`config.mk`:
```
export PLATFORM = sky130hd
export DESIGN_NAME = mw_rd_host
export DESIGN_NICKNAME = d
export VERILOG_FILES = /design/src/rtl/mw_rd_pkg.sv /design/src/rtl/mw_clk_div.sv /design/src/rtl/mw_cmd_ser.sv /design/src/rtl/mw_deser.sv /design/src/rtl/mw_rd_host.sv
export SDC_FILE = /design/constraint.sdc
export NUM_CORES = 1
export LEC_CHECK = 0
export BUFFER_PORTS_ARGS = -buffer_cell sky130_fd_sc_hd__buf_2
export CORE_MARGIN = 1
export CORE_UTILIZATION = 52
export DETAILED_ROUTE_END_ITERATION = 8
export MAX_ROUTING_LAYER = met4
export PLACE_DENSITY_LB_ADDON = 0.15
export SYNTH_ARGS = -nofsm -noshare
export SYNTH_HDL_FRONTEND = slang
export SYNTH_SLANG_ARGS = --single-unit
```
`constraint.sdc`:
```
create_clock -name clk_i -period 4 [get_ports clk_i]
set_input_delay 0.6 -clock clk_i [delete_from_list [all_inputs] [get_ports clk_i]]
set_output_delay 0.6 -clock clk_i [all_outputs]
set_load 0.02 [all_outputs]
```
`src/rtl/mw_rd_pkg.sv`:
```
package mw_rd_pkg;
  typedef enum logic {ST_IDLE, ST_RUN} mw_state_e;
  localparam int unsigned CMD_HDR_W = 3;
  localparam logic [CMD_HDR_W-1:0] CMD_HDR = 3'b110; // start bit, then read opcode
endpackage

```
`src/rtl/mw_clk_div.sv`:
```
module mw_clk_div #(
  parameter int unsigned DIV = 2
) (
  input  logic clk_i,
  input  logic rst_ni,
  input  logic run_i,
  output logic tick_o
);
  localparam int unsigned CW = (DIV > 2) ? $clog2(DIV) : 1;
  localparam logic [CW-1:0] LAST = CW'(DIV - 1);

  logic [CW-1:0] cnt_q;

  always_ff @(posedge clk_i or negedge rst_ni) begin
    if (!rst_ni)                   cnt_q <= '0;
    else if (!run_i || cnt_q == LAST) cnt_q <= '0;
    else                           cnt_q <= cnt_q + 1'b1;
  end

  assign tick_o = run_i && (cnt_q == LAST);
endmodule

```
`src/rtl/mw_cmd_ser.sv`:
```
module mw_cmd_ser
  import mw_rd_pkg::*;
#(
  parameter int unsigned ADDR_W = 6
) (
  input  logic              clk_i,
  input  logic              rst_ni,
  input  logic              load_i,
  input  logic [ADDR_W-1:0] addr_i,
  input  logic              adv_i,
  output logic              bit_o
);
  localparam int unsigned CMD_LEN = ADDR_W + CMD_HDR_W;

  logic [CMD_LEN-1:0] sr_q;

  always_ff @(posedge clk_i or negedge rst_ni) begin
    if (!rst_ni)     sr_q <= '0;
    else if (load_i) sr_q <= {CMD_HDR, addr_i};
    else if (adv_i)  sr_q <= {sr_q[CMD_LEN-2:0], 1'b0};
  end

  assign bit_o = sr_q[CMD_LEN-1];
endmodule

```
`src/rtl/mw_deser.sv`:
```
module mw_deser #(
  parameter int unsigned WORD_W = 16
) (
  input  logic              clk_i,
  input  logic              rst_ni,
  input  logic              shift_i,
  input  logic              bit_i,
  output logic [WORD_W-1:0] next_o
);
  logic [WORD_W-1:0] sr_q;

  assign next_o = {sr_q[WORD_W-2:0], bit_i};

  always_ff @(posedge clk_i or negedge rst_ni) begin
    if (!rst_ni)      sr_q <= '0;
    else if (shift_i) sr_q <= next_o;
  end
endmodule

```
`src/rtl/mw_rd_host.sv`:
```
module mw_rd_host
  import mw_rd_pkg::*;
#(
  parameter int unsigned ADDR_W = 6,
  parameter int unsigned WORD_W = 16,
  parameter int unsigned CNT_W  = 8,
  parameter int unsigned DIV    = 2
) (
  input  logic              clk_i,
  input  logic              rst_ni,
  input  logic              start_i,
  input  logic [ADDR_W-1:0] addr_i,
  input  logic [CNT_W-1:0]  nwords_i,
  output logic              cs_o,
  output logic              sclk_o,
  output logic              sdo_o,
  input  logic              sdi_i,
  output logic [WORD_W-1:0] word_o,
  output logic              valid_o,
  output logic              done_o,
  output logic              busy_o
);
  localparam int unsigned CMD_LEN = ADDR_W + CMD_HDR_W;
  localparam int unsigned PW      = $clog2(CMD_LEN + 1);
  localparam int unsigned BW      = $clog2(WORD_W);
  localparam logic [PW-1:0] PH_LAST  = PW'(CMD_LEN);
  localparam logic [BW-1:0] BIT_LAST = BW'(WORD_W - 1);

  mw_state_e         state_q;
  logic              cs_q, sclk_q, valid_q, done_q;
  logic [PW-1:0]     ph_q;
  logic [BW-1:0]     bit_q;
  logic [CNT_W-1:0]  left_q;
  logic [WORD_W-1:0] word_q, next_word;
  logic              tick, fall, capture, start_ok;

  assign start_ok = (state_q == ST_IDLE) && start_i && (nwords_i != '0);
  assign fall     = tick && sclk_q;
  // samples up to and including the final address bit period are dropped
  assign capture  = fall && (ph_q == PH_LAST);

  mw_clk_div #(.DIV(DIV)) u_div (
    .clk_i  (clk_i),
    .rst_ni (rst_ni),
    .run_i  (state_q == ST_RUN),
    .tick_o (tick)
  );

  mw_cmd_ser #(.ADDR_W(ADDR_W)) u_cmd (
    .clk_i  (clk_i),
    .rst_ni (rst_ni),
    .load_i (start_ok),
    .addr_i (addr_i),
    .adv_i  (fall),
    .bit_o  (sdo_o)
  );

  mw_deser #(.WORD_W(WORD_W)) u_des (
    .clk_i   (clk_i),
    .rst_ni  (rst_ni),
    .shift_i (capture),
    .bit_i   (sdi_i),
    .next_o  (next_word)
  );

  always_ff @(posedge clk_i or negedge rst_ni) begin
    if (!rst_ni) begin
      state_q <= ST_IDLE;
      cs_q    <= 1'b0;
      sclk_q  <= 1'b0;
      ph_q    <= '0;
      bit_q   <= '0;
      left_q  <= '0;
      word_q  <= '0;
      valid_q <= 1'b0;
      done_q  <= 1'b0;
    end else begin
      valid_q <= 1'b0;
      done_q  <= 1'b0;
      unique case (state_q)
        ST_IDLE: if (start_ok) begin
          state_q <= ST_RUN;
          cs_q    <= 1'b1;
          sclk_q  <= 1'b0;
          ph_q    <= '0;
          bit_q   <= '0;
          left_q  <= nwords_i;
        end
        ST_RUN: begin
          if (tick) sclk_q <= !sclk_q;
          if (fall && !capture) ph_q <= ph_q + 1'b1;
          if (capture) begin
            if (bit_q == BIT_LAST) begin
              bit_q   <= '0;
              word_q  <= next_word;
              valid_q <= 1'b1;
              left_q  <= left_q - 1'b1;
              if (left_q == CNT_W'(1)) begin
                state_q <= ST_IDLE;
                cs_q    <= 1'b0;
                done_q  <= 1'b1;
              end
            end else begin
              bit_q <= bit_q + 1'b1;
            end
          end
        end
        default: state_q <= ST_IDLE;
      endcase
    end
  end

  assign cs_o    = cs_q;
  assign sclk_o  = sclk_q;
  assign word_o  = word_q;
  assign valid_o = valid_q;
  assign done_o  = done_q;
  assign busy_o  = (state_q == ST_RUN);
endmodule

```
======== After elaboration in Yosys (flattened, before gate mapping) ========
Index checks and enable logic that the tools add are counted.
word-level totals
  flip-flop bits (word level) ............. 62
  input bits .............................. 18
  output and inout bits ................... 22
  logic and storage cells ................. 77
cells by class
  add/subtract/negate cells ............... 4
  eq/ne operators ......................... 9
  mux-type cells .......................... 33
  bitwise gates (word level) .............. 1
  reductions and logical operators ........ 18
operator list
  kind                                                  number
  two-way mux 8 bit                                     3
  two-way mux 1 bit                                     18
  two-way mux 9 bit                                     2
  two-way mux 4 bit                                     4
  case mux 4 bit (2 select lines)                       2
  case mux 8 bit (2 select lines)                       1
  != test 2 x 1 -> 1 bit (second input constant)        5
  adder 4 x 1 -> 4 bit (second input constant)          2
  equality test 4 bit (second input constant)           2
  equality test 8 x 1 -> 1 bit (second input constant)  1
  nonzero test 8 bit                                    1
  subtractor 8 x 1 -> 8 bit (second input constant)     1
  logical AND 1 bit                                     6
  case mux 1 bit (2 select lines)                       3
  AND reduction 2 bit                                   3
  AND reduction 3 bit                                   2
  AND reduction 4 bit                                   1
  zero test 1 bit                                       3
  != test 2 bit (second input constant)                 1
  nonzero test 2 bit                                    1
  adder 1 bit (second input constant)                   1
  logical OR 1 bit                                      1
  inverter 1 bit                                        1

======== Logic depth before layout (Yosys ltp) ========
  depth after elaboration ................. 7
  gate-level depth with buffers ........... 9
  depth with buffers taken out ............ 7

======== Modules after synthesis ========
A second synthesis with hierarchy kept.
second synthesis, totals
  cells, all modules ...................... 270
  area, all modules ....................... 2896.5 µm²
modules (own cells, without submodules)
  module      times used  cells each  area each (µm²)  seq. area each (µm²)
  mw_rd_host  1           199         1836.8           925.9
  mw_deser    1           33          620.6            375.4
  mw_cmd_ser  1           35          397.9            225.2
  mw_clk_div  1           3           41.3             25.0

======== Worst setup path before layout ========
OpenSTA, ideal clock, no wires.
  kind .................................... input to register
  start ................................... input port nwords_i[0]
  end ..................................... register u_cmd.sr_q[3]
  library setup time ...................... 0.118 ns
  data arrival time ....................... 1.665 ns
  data required time ...................... 3.882 ns
  slack ................................... 2.217 ns
  stages .................................. 5
  path buffers ............................ 1
  path through ............................ nor4_2 a211oi_2 buf_2 a22o_1 a21o_1
between the ends
  longest elaborated chain between the ends .. 3
  elaborated cells on any way between the ends .. 4
  those cells by class .................... mux (1); reduce/logical (3)
RTL lines
  what                                                     line              source
  start, declared                                          mw_rd_host.sv:13  input logic [CNT_W-1:0] nwords_i,
  nonzero test 8 bit (*)                                   mw_rd_host.sv:37  assign start_ok = (state_q == ST_IDLE) && start_i && (nwords_i != '0);
  logical AND 1 bit (*)                                    mw_rd_host.sv:37
  two-way mux 9 bit or nonzero test 2 bit (tied branches)  n/a
  end signal, assigned                                     mw_cmd_ser.sv:19  else if (load_i) sr_q <= {CMD_HDR, addr_i};
  end signal, assigned                                     mw_cmd_ser.sv:20  else if (adv_i) sr_q <= {sr_q[CMD_LEN-2:0], 1'b0};
  end, declared                                            mw_cmd_ser.sv:15  logic [CMD_LEN-1:0] sr_q;
Mark *: on every way between the ends. The rest lies on a longest branch, timed or not.
A chain may end at the register's enable or synchronous reset.

======== Worst setup path after layout ========
  start ................................... register state_q, in the netlist busy_o
  end ..................................... register left_q[4]
between the ends
  longest elaborated chain between the ends .. 5
  elaborated cells on any way between the ends .. 11
  those cells by class .................... eq/ne (3); mux (1); bitwise (1); reduce/logical (6)
RTL lines
  what                                                                      line                                source
  start, declared                                                           mw_rd_host.sv:29                    mw_state_e state_q;
  start signal, assigned                                                    mw_rd_host.sv:68                    state_q <= ST_IDLE;
  start signal, assigned                                                    mw_rd_host.sv:82                    state_q <= ST_RUN;
  start signal, assigned                                                    mw_rd_host.sv:99                    state_q <= ST_IDLE;
  logical AND 1 bit or inverter 1 bit (tied branches)                       n/a
  logical AND 1 bit, on equally long branches                               mw_rd_host.sv:38, mw_rd_host.sv:37
  logical AND 1 bit, on equally long branches                               mw_rd_host.sv:40, mw_rd_host.sv:37
  != test 2 x 1 -> 1 bit (no source line) or != test 2 bit (tied branches)  n/a
  AND reduction 3 bit (no source line)                                      n/a
  end signal, assigned                                                      mw_rd_host.sv:87                    left_q <= nwords_i;
  end signal, assigned                                                      mw_rd_host.sv:97                    left_q <= left_q - 1'b1;
  end, declared                                                             mw_rd_host.sv:33                    logic [CNT_W-1:0] left_q;
Several ways; a longest one is shown, not always the timed one.

==> impl_metrics.py <==
metrics = {
    "status": {
        "run_status": "finished, final reports clean",
    },
    "synthesis": {
        "synth_commonest_cells": "62 x dfrtp_1, 62 x nand2_1, 15 x mux2_2",
        "synth_area_leaders": "dfrtp_1 56%, nand2_1 8.4%, mux2_2 6.1%",
        "synth_area_leader_cell": "dfrtp_1",
        "async_flop_share_pct": 100.0,
        "synth-edff-count": 0,
        "synth_top_area_share_pct": 56.16,
        "synth_area_um2": 2763,
        "yosysWarnings": 0,
        "syn_nets": 282,
        "netlist-cell-type-count": 44,
        "synth-main-ff-cell": "dfrtp_1",
        "syn_area_per_cell_um2": 10.67,
        "postSynthCellCount": 259,
        "ys_seq_area_share_pct": 56.16,
        "synth.ff_latch_count": 62,
    },
    "finish": {
        "antennaDiodeCount": 0,
        "synthToLayoutAreaGrowth_pct": 15.49,
        "fillCellCount": 456,
        "drive_above_1_share_pct": 25.74,
        "design_area_um2": 3191,
        "fin_nets": 322,
    },
    "sta": {
        "fin_crit_sh_pct": 69.19,
        "min_period_ns": 2.768,
        "rsz0062_at_grt": "no",
        "hold_viol_final": 0,
        "timing.slew.headroom_pct": 32.03,
        "tns_ns": 0,
        "worst_pin_slew_ns": 1.018,
        "skew_ns": 0.007723,
        "fmax_ghz": 0.3613,
        "finalSetupViolCount": 0,
        "slew_viol_final": 0,
    },
    "global_route": {
        "gr-total-overflow": 0,
        "grt_pass1_vias": 1859,
        "grt_pass1_wl_um": 8700,
        "grt_max_degree": 37,
        "track_usage_pct": 21.86,
        "antenna_found_initial": 0,
    },
    "cts": {
        "cts_tree": "built",
        "postCtsSetupRepairBufs": 0,
        "cts.sinks": 62,
        "insertion_delay_ns": 0.34,
        "clkSlewWorstSetupHoldPaths_ns": 0.06,
        "cts_hold_buf": 0,
        "cts_resized": 0,
        "cts_buffer_depth": 2,
        "htreeDepth": 3,
        "root_buffer": "clkbuf_8",
        "cts_buffers": 9,
    },
    "floorplanning": {
        "die_height_um": 74.89,
        "core-area_um2": 5107,
        "ios": 40,
        "dieArea_um2": 5609,
        "die_x_um": 74.89,
        "start_util_pct": 54.09,
        "num_rows": 26,
    },
    "place": {
        "place_congestion": 0.8439,
        "dp_hpwl_um": 3425,
        "io_buffers": 39,
        "place_area_um2": 3002,
    },
    "power": {
        "netSwitchingFraction_pct": 26.23,
        "p_comb_share_pct": 14.3,
        "power_frac_seq_pct": 49.2,
        "clockPowerShare_pct": 36.5,
        "p_sw_uw": 379.9,
        "intPower_mw": 1.069,
        "leakagePower_nw": 1.683,
        "ir_drop_mv": 0.2913,
        "power.density_nw_per_um2": 454.0,
    },
    "routing": {
        "detail-route-antenna-nets": 0,
        "drc": 0,
        "routedWlPerCell_um": 13.75,
        "drt_iter0_drc": 138,
        "vias": 2034,
        "first_pass_iters": 5,
        "viasPerCell": 5.453,
        "routed_wl_um": 5130,
    },
    "setup_path": {
        "path_class": "reg -> reg",
        "cp-start-kind": "flop",
        "crit_required_ns": 4.22,
        "cp.arrival_ns": 2.99,
        "cp_max_fo": 23,
        "endpoint_kind": "flop",
    },
    "worst_hold_path": {
        "hp-class": "in -> async",
    },
    "flow_run": {
        "maxCapViolations": 0,
    },
}
[layout by cell type, fill, tap and decap left out, drive strengths merged, types with 7 or more instances in the layout]
cell type and instances:
mux2 16, buf 40, inv 8, dfrtp 62, clkbuf 11, o21ai 7
nand3 14, nand2 62, a21oi 7, nor2 11
[per-stage QoR]
stage / util [%] / total power [mW] / setup slack, ns / std cells / hold slack, ns
floorplan: - / 0.8744 / 2.217 / 259 / 0.3044
global placement: 58.77 / 0.9272 / 1.277 / 358 / 0.4572
detailed placement: 58.77 / 0.9300 / 1.258 / 358 / 0.4480
CTS: 62.47 / 1.459 / 1.220 / 373 / 0.3756
global route: 62.47 / 1.525 / 0.9652 / 373 / 0.4189
finish: 62.47 / 1.448 / 1.232 / 373 / 0.3475
[path summary, 6_finish.rpt]
| path | start | to | slack, ns | depth (start not counted) |
|---|---|---|---|---|
| max in group asynchronous | rst_ni | u_des.sr_q[14] | 2.82 | 2 |
| worst min-delay path | rst_ni | cs_o | 0.35 | 1 |
| min in group clk_i | u_des.sr_q[14] | word_o[15] | 0.47 | 2 |
| worst max register to register | busy_o | left_q[4] | 1.23 | 5 |
| worst max-delay path | busy_o | left_q[4] | 1.23 | 5 |
| worst min register to register | u_des.sr_q[14] | word_o[15] | 0.47 | 2 |
[state kept, by name (all words and copies together), names as in the netlist]
name / cells
word_o: 16
u_des.sr_q: 15
u_cmd.sr_q: 9
left_q: 8
bit_q: 4
ph_q: 4
busy_o: 1
cs_o: 1
done_o: 1
sclk_o: 1
u_div.cnt_q: 1
valid_o: 1
[power by group through the flow]
stage	Clock, mW	Sequential (mW)	Combinational, mW
after CTS	0.537	0.713	0.209
after floorplan	0	0.716	0.158
after global routing	0.564	0.719	0.243
after detailed placement	0	0.724	0.206
after global placement	0	0.722	0.205
final	0.529	0.712	0.207
[final cells by class]
class | instances | area [µm²] | share of cell area (%)
Clock inverter | 4 | 47.55 | 1.490
Sequential cell | 62 | 1551 | 48.63
Clock buffer | 11 | 141.4 | 4.431
Inverter | 8 | 30.03 | 0.9412
Tap cell | 70 | 87.58 | 2.745
Multi-Input combinational cell | 178 | 1130 | 35.41
Timing Repair Buffer | 40 | 202.7 | 6.353
[kinds of logic after synthesis]
| group | after synthesis | synth area share (%) |
|---|---|---|
| xor+xnor | 2 | 0.6342 |
| simple gates | 112 | 19.84 |
| compound gates | 40 | 10.55 |
| flops | 62 | 56.16 |
| buf+inv | 19 | 2.944 |
| fa+ha+maj | 5 | 2.264 |
| mux | 19 | 7.609 |
[per-layer routing]
metal / up-vias / track usage (%) / share of wire, %
met1: 973 / 30.34 / 49
met5: - / - / 0
met4: 0 / 12.16 / 2.7
li1: 991 / - / -
met3: 17 / 4.418 / 4.5
met2: 53 / 29.93 / 44
[worst max-delay path, stage by stage (launching register included)]
cell and delay (ns):
dfrtp_1 0.64, and3_1 0.64, nand3_4 0.36, inv_2 0.38, nor2_1 0.21, a221o_1 0.42
Note: power is estimated with default switching activity, not from simulation.
